**config.mk**
```make
export PLATFORM = sky130hd
export DESIGN_NAME = line_prefetcher
export DESIGN_NICKNAME = d
export VERILOG_FILES = /design/src/rtl/lp_pkg.sv /design/src/rtl/lp_line_slot.sv /design/src/rtl/lp_word_pick.sv /design/src/rtl/lp_flash_track.sv /design/src/rtl/line_prefetcher.sv
export SDC_FILE = /design/constraint.sdc
export NUM_CORES = 1
export LEC_CHECK = 0
export BUFFER_PORTS_ARGS = -buffer_cell sky130_fd_sc_hd__clkbuf_2
export CORE_AREA = 2 2 255 257
export DETAILED_ROUTE_END_ITERATION = 6
export DIE_AREA = 0 0 257 259
export GPL_TIMING_DRIVEN = 0
export SLEW_MARGIN = 20
export SYNTH_ARGS = -nofsm -noshare
export SYNTH_HDL_FRONTEND = slang
export SYNTH_SLANG_ARGS = --single-unit
```
**constraint.sdc**
```tcl
create_clock -name clk -period 4.4 [get_ports clk]
set_input_delay 0.44 -clock clk [delete_from_list [all_inputs] [get_ports clk]]
set_output_delay 0.44 -clock clk [all_outputs]
set_load 0.03 [all_outputs]
```
**src/rtl/lp_pkg.sv**
```systemverilog
// Shared types for the line prefetcher.
// Assumes: one outstanding flash read at a time.
package lp_pkg;
    typedef enum logic {
        FK_INSTR = 1'b0,
        FK_DATA  = 1'b1
    } fl_kind_t;
endpackage

```
**src/rtl/lp_line_slot.sv**
```systemverilog
// One line-holding slot: valid flag, line tag and line data, plus a tag compare.
// Assumes: a write takes priority over a clear in the same cycle.
module lp_line_slot #(
    parameter int TAG_W  = 28,
    parameter int LINE_W = 128
) (
    input  logic              clk,
    input  logic              rst_n,
    input  logic              wr,
    input  logic              clr,
    input  logic [TAG_W-1:0]  wr_tag,
    input  logic [LINE_W-1:0] wr_line,
    input  logic [TAG_W-1:0]  look_tag,
    output logic              valid,
    output logic [TAG_W-1:0]  tag,
    output logic [LINE_W-1:0] line,
    output logic              hit
);
    // Hold the slot contents; load on write, drop on clear.
    always_ff @(posedge clk) begin
        if (!rst_n) begin
            valid <= 1'b0;
            tag   <= '0;
            line  <= '0;
        end else if (wr) begin
            valid <= 1'b1;
            tag   <= wr_tag;
            line  <= wr_line;
        end else if (clr) begin
            valid <= 1'b0;
        end
    end

    // Report whether the looked-up line is held here.
    always_comb hit = valid && (tag == look_tag);
endmodule

```
**src/rtl/lp_word_pick.sv**
```systemverilog
// Selects one word of a line by its word index.
// Assumes: LINE_W is WORD_W times a power of two, with SEL_W index bits.
module lp_word_pick #(
    parameter int LINE_W = 128,
    parameter int WORD_W = 32,
    parameter int SEL_W  = 2
) (
    input  logic [LINE_W-1:0] line,
    input  logic [SEL_W-1:0]  sel,
    output logic [WORD_W-1:0] word
);
    localparam int WORDS = LINE_W / WORD_W;

    logic [WORD_W-1:0] lane [WORDS];

    for (genvar g = 0; g < WORDS; g++) begin : g_lane
        assign lane[g] = line[g*WORD_W +: WORD_W];
    end

    // Pick the addressed lane.
    always_comb word = lane[sel];
endmodule

```
**src/rtl/lp_flash_track.sv**
```systemverilog
// Tracks the one flash read in flight: whether busy, what kind, and which line.
// Assumes: a new start replaces (aborts) the read in flight; fl_ready ends it.
module lp_flash_track
    import lp_pkg::*;
#(
    parameter int TAG_W = 28
) (
    input  logic             clk,
    input  logic             rst_n,
    input  logic             start,
    input  fl_kind_t         start_kind,
    input  logic [TAG_W-1:0] start_line,
    input  logic             fl_ready,
    output logic             busy,
    output fl_kind_t         kind,
    output logic [TAG_W-1:0] line
);
    // Record each start; clear busy when the read returns without a new start.
    always_ff @(posedge clk) begin
        if (!rst_n) begin
            busy <= 1'b0;
            kind <= FK_INSTR;
            line <= '0;
        end else if (start) begin
            busy <= 1'b1;
            kind <= start_kind;
            line <= start_line;
        end else if (fl_ready) begin
            busy <= 1'b0;
        end
    end
endmodule

```
**src/rtl/line_prefetcher.sv**
```systemverilog
// Predictive instruction line prefetcher between processor read ports and flash.
// Holds a current line and one prefetched next line. A slot hit predicts the
// next sequential line, a mismatch redirects the flash read at once, and a
// data read pre-empts instruction reads with no resume. Cacheable hand-overs
// are pushed to a neighbouring cache. Assumes requests are held until ready.
module line_prefetcher
    import lp_pkg::*;
#(
    parameter int  ADDR_W = 32,
    parameter int  LINE_W = 128,
    parameter int  WORD_W = 32,
    localparam int OFF_W  = $clog2(LINE_W / 8),
    localparam int BYTE_W = $clog2(WORD_W / 8),
    localparam int SEL_W  = OFF_W - BYTE_W,
    localparam int TAG_W  = ADDR_W - OFF_W,
    localparam int WA_W   = ADDR_W - BYTE_W
) (
    input  logic              clk,
    input  logic              rst_n,
    input  logic              pf_enable,
    input  logic              if_req,
    input  logic [WA_W-1:0]   if_waddr,
    input  logic              if_cacheable,
    input  logic              cache_hit,
    output logic              if_ready,
    output logic [WORD_W-1:0] if_rdata,
    input  logic              dr_req,
    input  logic [WA_W-1:0]   dr_waddr,
    output logic              dr_ready,
    output logic [WORD_W-1:0] dr_rdata,
    output logic              fl_start,
    output logic [TAG_W-1:0]  fl_line,
    input  logic              fl_ready,
    input  logic [LINE_W-1:0] fl_rdata,
    output logic              fill_valid,
    output logic [TAG_W-1:0]  fill_tag,
    output logic [LINE_W-1:0] fill_line
);
    logic [TAG_W-1:0]  req_line, next_line, dr_line;
    logic [SEL_W-1:0]  req_sel, dr_sel;
    logic              if_mine, buf_hit, promote;
    logic              cur_valid, cur_hit, pfb_valid, pfb_hit;
    logic [TAG_W-1:0]  cur_tag, pfb_tag;
    logic [LINE_W-1:0] cur_data, pfb_data, if_line_sel;
    logic              cur_wr, pfb_wr;
    logic [TAG_W-1:0]  cur_wr_tag;
    logic [LINE_W-1:0] cur_wr_line;
    logic              trk_busy, trk_instr, trk_data;
    fl_kind_t          trk_kind, start_kind;
    logic [TAG_W-1:0]  trk_line;
    logic              ret_instr, ret_match, inflight_req, next_covered;
    logic              instr_ok, go_data, go_dem, go_spec;

    // Split the word addresses into line tag and word index.
    always_comb begin
        req_line  = if_waddr[WA_W-1:SEL_W];
        req_sel   = if_waddr[SEL_W-1:0];
        dr_line   = dr_waddr[WA_W-1:SEL_W];
        dr_sel    = dr_waddr[SEL_W-1:0];
        next_line = req_line + TAG_W'(1);
    end

    lp_line_slot #(.TAG_W(TAG_W), .LINE_W(LINE_W)) u_cur (
        .clk(clk), .rst_n(rst_n), .wr(cur_wr), .clr(1'b0),
        .wr_tag(cur_wr_tag), .wr_line(cur_wr_line), .look_tag(req_line),
        .valid(cur_valid), .tag(cur_tag), .line(cur_data), .hit(cur_hit)
    );

    lp_line_slot #(.TAG_W(TAG_W), .LINE_W(LINE_W)) u_pfb (
        .clk(clk), .rst_n(rst_n), .wr(pfb_wr), .clr(promote),
        .wr_tag(trk_line), .wr_line(fl_rdata), .look_tag(req_line),
        .valid(pfb_valid), .tag(pfb_tag), .line(pfb_data), .hit(pfb_hit)
    );

    lp_flash_track #(.TAG_W(TAG_W)) u_trk (
        .clk(clk), .rst_n(rst_n), .start(fl_start), .start_kind(start_kind),
        .start_line(fl_line), .fl_ready(fl_ready),
        .busy(trk_busy), .kind(trk_kind), .line(trk_line)
    );

    // Classify the fetch against the slots and the read in flight.
    always_comb begin
        if_mine      = if_req && !(if_cacheable && cache_hit);
        buf_hit      = if_mine && (cur_hit || pfb_hit);
        promote      = if_mine && pfb_hit && !cur_hit;
        trk_instr    = trk_busy && (trk_kind == FK_INSTR);
        trk_data     = trk_busy && (trk_kind == FK_DATA);
        ret_instr    = fl_ready && trk_instr;
        inflight_req = trk_instr && (trk_line == req_line);
        ret_match    = ret_instr && if_mine && !buf_hit && (trk_line == req_line);
        next_covered = (pfb_valid && pfb_tag == next_line) ||
                       (cur_valid && cur_tag == next_line) ||
                       (trk_instr && trk_line == next_line);
    end

    // Arbitrate the flash port: data first, then demand, then prediction.
    always_comb begin
        instr_ok   = !dr_req && !trk_data;
        go_data    = dr_req && !trk_data;
        go_dem     = instr_ok && if_mine && !buf_hit && !inflight_req;
        go_spec    = instr_ok && buf_hit && pf_enable && !next_covered;
        fl_start   = go_data || go_dem || go_spec;
        start_kind = go_data ? FK_DATA : FK_INSTR;
        if (go_data)     fl_line = dr_line;
        else if (go_dem) fl_line = req_line;
        else             fl_line = next_line;
    end

    // Route returned and promoted lines into the slots.
    always_comb begin
        cur_wr      = ret_match || promote;
        cur_wr_tag  = ret_match ? trk_line : pfb_tag;
        cur_wr_line = ret_match ? fl_rdata : pfb_data;
        pfb_wr      = ret_instr && !ret_match;
    end

    // Choose the line that serves the fetch and raise any cache fill.
    always_comb begin
        if (cur_hit)      if_line_sel = cur_data;
        else if (pfb_hit) if_line_sel = pfb_data;
        else              if_line_sel = fl_rdata;
        if_ready   = buf_hit || ret_match;
        fill_valid = if_cacheable && (promote || ret_match);
        fill_tag   = req_line;
        fill_line  = if_line_sel;
        dr_ready   = fl_ready && trk_data;
    end

    lp_word_pick #(.LINE_W(LINE_W), .WORD_W(WORD_W), .SEL_W(SEL_W)) u_if_pick (
        .line(if_line_sel), .sel(req_sel), .word(if_rdata)
    );

    lp_word_pick #(.LINE_W(LINE_W), .WORD_W(WORD_W), .SEL_W(SEL_W)) u_dr_pick (
        .line(fl_rdata), .sel(dr_sel), .word(dr_rdata)
    );
endmodule

```
==> results.sh, run 1 <==
export IMPL_first_pass_iters=6
export IMPL_drt_iter0_markers=2589
export IMPL_dieArea_um2=66560
export IMPL_synth_seq_cells=344
export IMPL_final_common_cell="clkbuf_2"
export IMPL_async_flop_share_pct=0
export IMPL_final_cell_area_um2=27990
export IMPL_place_congestion=1.044
export IMPL_grt_setup_unrepaired="yes"
export IMPL_clock_path_buffers=3
export IMPL_die_w_um=257
export IMPL_netlist_instances=2741
export IMPL_period_share_pct=100.4
export IMPL_grt_pass1_vias=22339
export IMPL_grt_overflow=0
export IMPL_p_leak_nw=12.26
export IMPL_synth_area_per_cell_um2=8.095
export IMPL_crit_path_end_kind="output port"
export IMPL_startpoint_type="flip-flop"
export IMPL_slew_violations=0
export IMPL_antenna_found_initial=7
export IMPL_io_buffers=432
export IMPL_hpwl_mm=82.59
export IMPL_cts_tree="done"
export IMPL_yosysWarnings=0
export IMPL_grt_max_degree=13
export IMPL_synth_main_ff_cell="dfxtp_1"
export IMPL_grt_usage_pct=30.68
export IMPL_synth_nets=2938
export IMPL_setup_viol=4
export IMPL_drive_gt1_share_pct=26.00
export IMPL_cts_sinks=344
export IMPL_viasPerCell=5.862
export IMPL_setup_tns_ns=-0.04424
export IMPL_synthesis_area_um2=22190
export IMPL_clock_skew_ns=0.02073
export IMPL_synth_seq_area_share_pct=31.04
export IMPL_syn2layout_area_growth_pct=26.15
export IMPL_drv_cap=0
export IMPL_synth_edf_count=0
export IMPL_die_h_um=259
export IMPL_postCtsHoldBufs=0
export IMPL_start_util_pct=34.73
export IMPL_place_area_um2=25420
export IMPL_setup_ws_ns=-0.01551
export IMPL_critPathArrivalTime_ns=3.98
export IMPL_fin_crit_ns=4.416
export IMPL_drc=0
export IMPL_status="finished with violations"
export IMPL_grt_pass1_wl_mm=153.3
export IMPL_cts_made_buffers=41
export IMPL_path_clk_slew_ns=0.06
export IMPL_synth_distinct_cells=74
export IMPL_wl_mm=107.0
export IMPL_post_drt_wl_per_cell_um=25.93
export IMPL_path_max_fanout=10
export IMPL_peakVddDrop_uv=244.8
export IMPL_max_freq_ghz=0.2265
export IMPL_p_per_area_nw_per_um2=312.1
export IMPL_ant_nets=0
export IMPL_vias=24186
export IMPL_hold_path_class="primary input to flip-flop"
export IMPL_crit_type="flip-flop to output port"
export IMPL_htreeDepth=2
export IMPL_rows=93
export IMPL_fin_nets=3437
export IMPL_violations="negative setup slack"
export IMPL_top_level_ports=448
export IMPL_clock_latency_ns=0.60
export IMPL_cts_root_buf="clkbuf_16"
export IMPL_worstPathRequired_ns=3.96
export IMPL_coreArea_um2=63880
export IMPL_final_cell_mix="444 x clkbuf_2, 409 x nand2_1, 336 x nor2_1"
export IMPL_tightest_slew_ns=1.052
export IMPL_timing_hold_violations_final=0
export IMPL_relSlewSlack_pct=29.87
## synth_stat cells, types with 7 or more instances
cell type,count,area share [%]
a211oi_1,165,5.6
a21oi_1,311,7.0
a31oi_1,23,0.65
and2_1,9,0.25
and3_1,10,0.28
and4_1,7,0.28
buf_1,26,0.44
buf_2,35,0.79
buf_4,32,1.1
clkbuf_1,188,3.2
dfxtp_1,344,31
inv_1,18,0.30
mux2i_1,314,14
mux4_2,64,6.5
nand2_1,411,7.0
nand2b_1,16,0.45
nand3_1,40,0.90
nand4_1,45,1.3
nand4b_1,7,0.28
nor2_1,338,5.7
nor2b_1,8,0.23
nor3_1,16,0.36
nor4_1,29,0.82
o21ai_0,25,0.56
o31ai_1,8,0.27
or3_1,17,0.48
or4_1,20,0.68
xnor2_1,95,3.7
xnor3_1,11,1.1
xor2_1,30,1.2
## worst max-delay path, cell delays in order, from the launching register on
cell     delay [ns]
dfxtp_2        0.36
xnor2_2        0.22
nand4_1        0.15
or4_1          0.50
or4b_4         0.56
buf_8          0.18
buf_2          0.26
mux2i_1        0.18
a21oi_2        0.42
mux4_2         0.35
buf_2          0.20
## registers in the layout, indices dropped and copies added, names as in the netlist
| register | cells |
|---|---|
| u_pfb.valid | 1 |
| u_cur.tag | 28 |
| u_pfb.line | 128 |
| u_trk.busy | 1 |
| u_trk.kind | 1 |
| u_trk.line | 28 |
| u_cur.valid | 1 |
| u_pfb.tag | 28 |
| u_cur.line | 128 |
## path summary, 6_finish.rpt
| path | startpoint | to | slack [ns] | cells past startpoint |
|---|---|---|---|---|
| worst max-delay path | u_pfb.tag[11] | if_rdata[26] | -0.02 | 10 |
| worst min-delay path | fl_rdata[84] | u_pfb.line[84] | 0.12 | 3 |
| worst max register to register | u_pfb.tag[19] | u_cur.line[91] | 0.14 | 10 |
| worst min register to register | u_pfb.line[21] | u_pfb.line[21] | 0.47 | 2 |
## through the flow
stage                     utilization (%)  hold slack (ns)  power, W  setup WS, ns  std cells
final                               43.82           0.1164  0.008736      -0.01551       4126
after global routing                43.81           0.1215  0.008937       -0.1349       4124
after CTS                           42.95          0.09093  0.008670       -0.1189       4108
after detailed placement            39.80           0.4613  0.005084       -0.9033       4028
after global placement              39.79           0.4564  0.005086       -0.9407       4028
after floorplan                         -           0.4480  0.004388        0.1914       2741
## per-layer routing
metal | GRT usage, % | vias to the layer above | wire length (um)
li1 | - | 10753 | -
met2 | 48.28 | 1440 | 47650
met5 | 0 | - | 75
met4 | 14.26 | 10 | 5535
met3 | 6.747 | 299 | 11290
met1 | 40.07 | 11684 | 42440
## power by group
group / leakage [nW] / internal, W / switching, W
clock network: 0.686 / 0.00211 / 0.00149
registers: 2.79 / 0.00319 / 0.000119
logic: 8.78 / 0.000595 / 0.00123
total: 12.3 / 0.00590 / 0.00283
## layout make-up
class / count / area (um2)
Antenna cell: 2 / 5.005
Buffer: 273 / 1386
Clock buffer: 59 / 1184
Clock inverter: 13 / 212.7
Fill cell: 6456 / 35890
Inverter: 19 / 71.32
Multi-Input combinational cell: 2096 / 14710
Sequential cell: 344 / 6908
Tap cell: 855 / 1070
Timing Repair Buffer: 465 / 2447
## cells by family (layout without fill, tap and decap cells)
group	after synthesis	in the layout	synth area share (%)
DFF	344	344	31.04
adders and majority gates	1	1	0.05638
and+or+nand+nor	998	998	20.04
buffers and inverters	301	829	5.864
AOI/OAI and AO/OA	578	578	15.94
muxes	380	380	20.76
other	0	2	0
xor gates and xnor gates	139	139	6.304
## repair_timing
| item | 4_1_cts | 5_1_grt |
|---|---|---|
| pin swaps | 13 | 16 |
| setup buffers | 12 | 21 |
| resized for setup | 163 | 126 |
| endpoints found under the setup margin | 480 | 77 |
(Power assumes the default switching activity.)
==> run 2: changes to the inputs <==
==> constraint.sdc (replaced) <==
create_clock -name clk -period 4.4 [get_ports clk]
set_input_delay 0.88 -clock clk [delete_from_list [all_inputs] [get_ports clk]]
set_output_delay 0.88 -clock clk [all_outputs]
set_load 0.03 [all_outputs]
==> run 2 against run 1 <==
  * The run still ends with negative setup slack left
  * Worst hold slack better by 0.35 ns
  * Cell area up 19%
  * Sequential cell count unchanged
  * Setup slack worse by 0.53 ns
  * Non-clock buffer count up 130
  * Fmax down 11%
  * Global-route usage up 2.1 points
  * Utilization up 8.2 points
  * Clock skew up 0.0069 ns
==> results.sh, run 2 (synthesized netlist as in run 1, its figures left out) <==
export IMPL_status="finished with violations"
export IMPL_violations="negative setup slack"
export IMPL_hold_path_class="flip-flop to flip-flop"
export IMPL_vias=25614
export IMPL_max_freq_ghz=0.2021
export IMPL_cts_root_buf="clkbuf_16"
export IMPL_fin_crit_ns=4.948
export IMPL_p_per_area_nw_per_um2=280.7
export IMPL_final_common_cell="nand2_1"
export IMPL_coreArea_um2=63880
export IMPL_ant_nets=0
export IMPL_grt_max_degree=13
export IMPL_cts_sinks=344
export IMPL_drt_iter0_markers=3106
export IMPL_postCtsHoldBufs=0
export IMPL_dp_cells=4028
export IMPL_r2r_end="u_trk.line[2]"
export IMPL_tightest_slew_ns=1.142
export IMPL_crit_path_end_kind="output port"
export IMPL_slew_violations=0
export IMPL_viasPerCell=6.013
export IMPL_hpwl_mm=82.93
export IMPL_htreeDepth=2
export IMPL_ff2ff_setup_slack_ns=-0.01
export IMPL_drc=0
export IMPL_grt_overflow=0
export IMPL_worstPathRequired_ns=3.52
export IMPL_critPathArrivalTime_ns=4.07
export IMPL_drv_cap=0
export IMPL_grt_setup_unrepaired="yes"
export IMPL_die_w_um=257
export IMPL_setup_viol=186
export IMPL_start_util_pct=34.73
export IMPL_fillers=5897
export IMPL_rows=93
export IMPL_die_h_um=259
export IMPL_antenna_found_initial=7
export IMPL_finish_utilization_pct=52.00
export IMPL_clock_skew_ns=0.02761
export IMPL_grt_pass1_vias=23703
export IMPL_stdcell_count=4260
export IMPL_cts_tree="done"
export IMPL_hp_start="u_pfb.line[24]"
export IMPL_relSlewSlack_pct=23.88
export IMPL_top_level_ports=448
export IMPL_setup_ws_ns=-0.5484
export IMPL_fin_nets=3569
export IMPL_crit_path_start="if_waddr[29]"
export IMPL_place_congestion=0.9968
export IMPL_first_pass_iters=6
export IMPL_io_buffers=432
export IMPL_r2r_start="u_pfb.tag[23]"
export IMPL_crit_type="primary input to output port"
export IMPL_holdPathStages=2
export IMPL_peakVddDrop_uv=246.0
export IMPL_final_cell_mix="407 x nand2_1, 333 x dfxtp_1, 321 x nor2_1"
export IMPL_wl_mm=116.0
export IMPL_syn2layout_area_growth_pct=49.72
export IMPL_startpoint_type="primary input"
export IMPL_drive_gt1_share_pct=36.48
export IMPL_grt_usage_pct=32.79
export IMPL_ff2ff_path_depth=21
export IMPL_cts_made_buffers=43
export IMPL_top_regs="u_cur.line: 128 flops, u_pfb.line: 128 flops"
export IMPL_p_leak_nw=13.87
export IMPL_grt_pass1_wl_mm=163.2
export IMPL_clock_path_buffers=3
export IMPL_clock_latency_ns=0.61
export IMPL_period_share_pct=112.5
export IMPL_timing_hold_violations_final=0
export IMPL_post_drt_wl_per_cell_um=27.24
export IMPL_hold_path_endpoint="u_pfb.line[24]"
export IMPL_path_max_fanout=10
export IMPL_dieArea_um2=66560
export IMPL_path_clk_slew_ns=0.06
[run 2: worst max-delay path, cell delays in order]
cell       delay (ns)
buf_8            0.15
xnor2_4          0.20
nand4_1          0.14
or4_1            0.56
or4b_4           0.53
buf_12           0.17
o2111a_2         0.27
clkbuf_16        0.23
clkbuf_16        0.16
nor2_4           0.10
xor2_2           0.21
nor2_4           0.08
nor2_4           0.21
buf_8            0.15
[run 2: per-stage QoR]
stage	total power [W]	worst slack (ns)	setup TNS [ns]	cell area, um2	hold slack (ns)
finish	0.009327	-0.5484	-37.92	33220	0.4695
CTS	0.009096	-0.4917	-29.81	31770	0.4675
detailed placement	0.005144	-1.605	-405.46	26330	0.4600
global route	0.009522	-0.5486	-38.36	33220	0.4885
floorplan	0.004440	-0.07532	-2.426	23100	0.4480
global placement	0.005145	-1.682	-402.55	26330	0.4575
[run 2: power breakdown]
part	total (W)	switching [W]	internal, W
logic	0.00235	0.00140	0.000947
clock network	0.00366	0.00154	0.00212
registers	0.00332	0.000121	0.00319
total	0.00933	0.00307	0.00626
[run 2: layer usage]
layer,wire (um),up-vias,track usage [%]
li1,-,11056,-
met2,50920,1762,51.09
met4,7003,8,15.89
met3,13040,437,7.069
met1,45020,12351,43.08
met5,57,-,0
[run 2: cell type report]
cell class / count / area, um2 / share of cell area [%]
multi-input cells: 2096 / 16690 / 50.23
flip-flops and latches: 344 / 6900 / 20.77
plain buffers: 273 / 1822 / 5.484
diodes: 3 / 7.507 / 0.02260
repair buffers: 595 / 5238 / 15.77
clock buffers: 68 / 1320 / 3.973
inverters: 19 / 73.82 / 0.2222
clock inverters: 7 / 105.1 / 0.3164
well taps: 855 / 1070 / 3.220
[run 2: what timing repair did]
action                     CTS  global route
buffers inserted           104            58
pin swaps                  123           113
setup endpoints to repair  439           192
cloned                      16             1
gates resized for setup    658           365
[run 2: worst max-delay path by stage]
stage / to / slack, ns / cells past startpoint
detailed placement: fl_line[16] / -1.60 / 14
floorplan: if_rdata[0] / -0.08 / 11
CTS: if_rdata[24] / -0.49 / 14
global placement: fl_line[16] / -1.68 / 14
finish: fl_line[16] / -0.55 / 14
global route: fl_start / -0.55 / 12
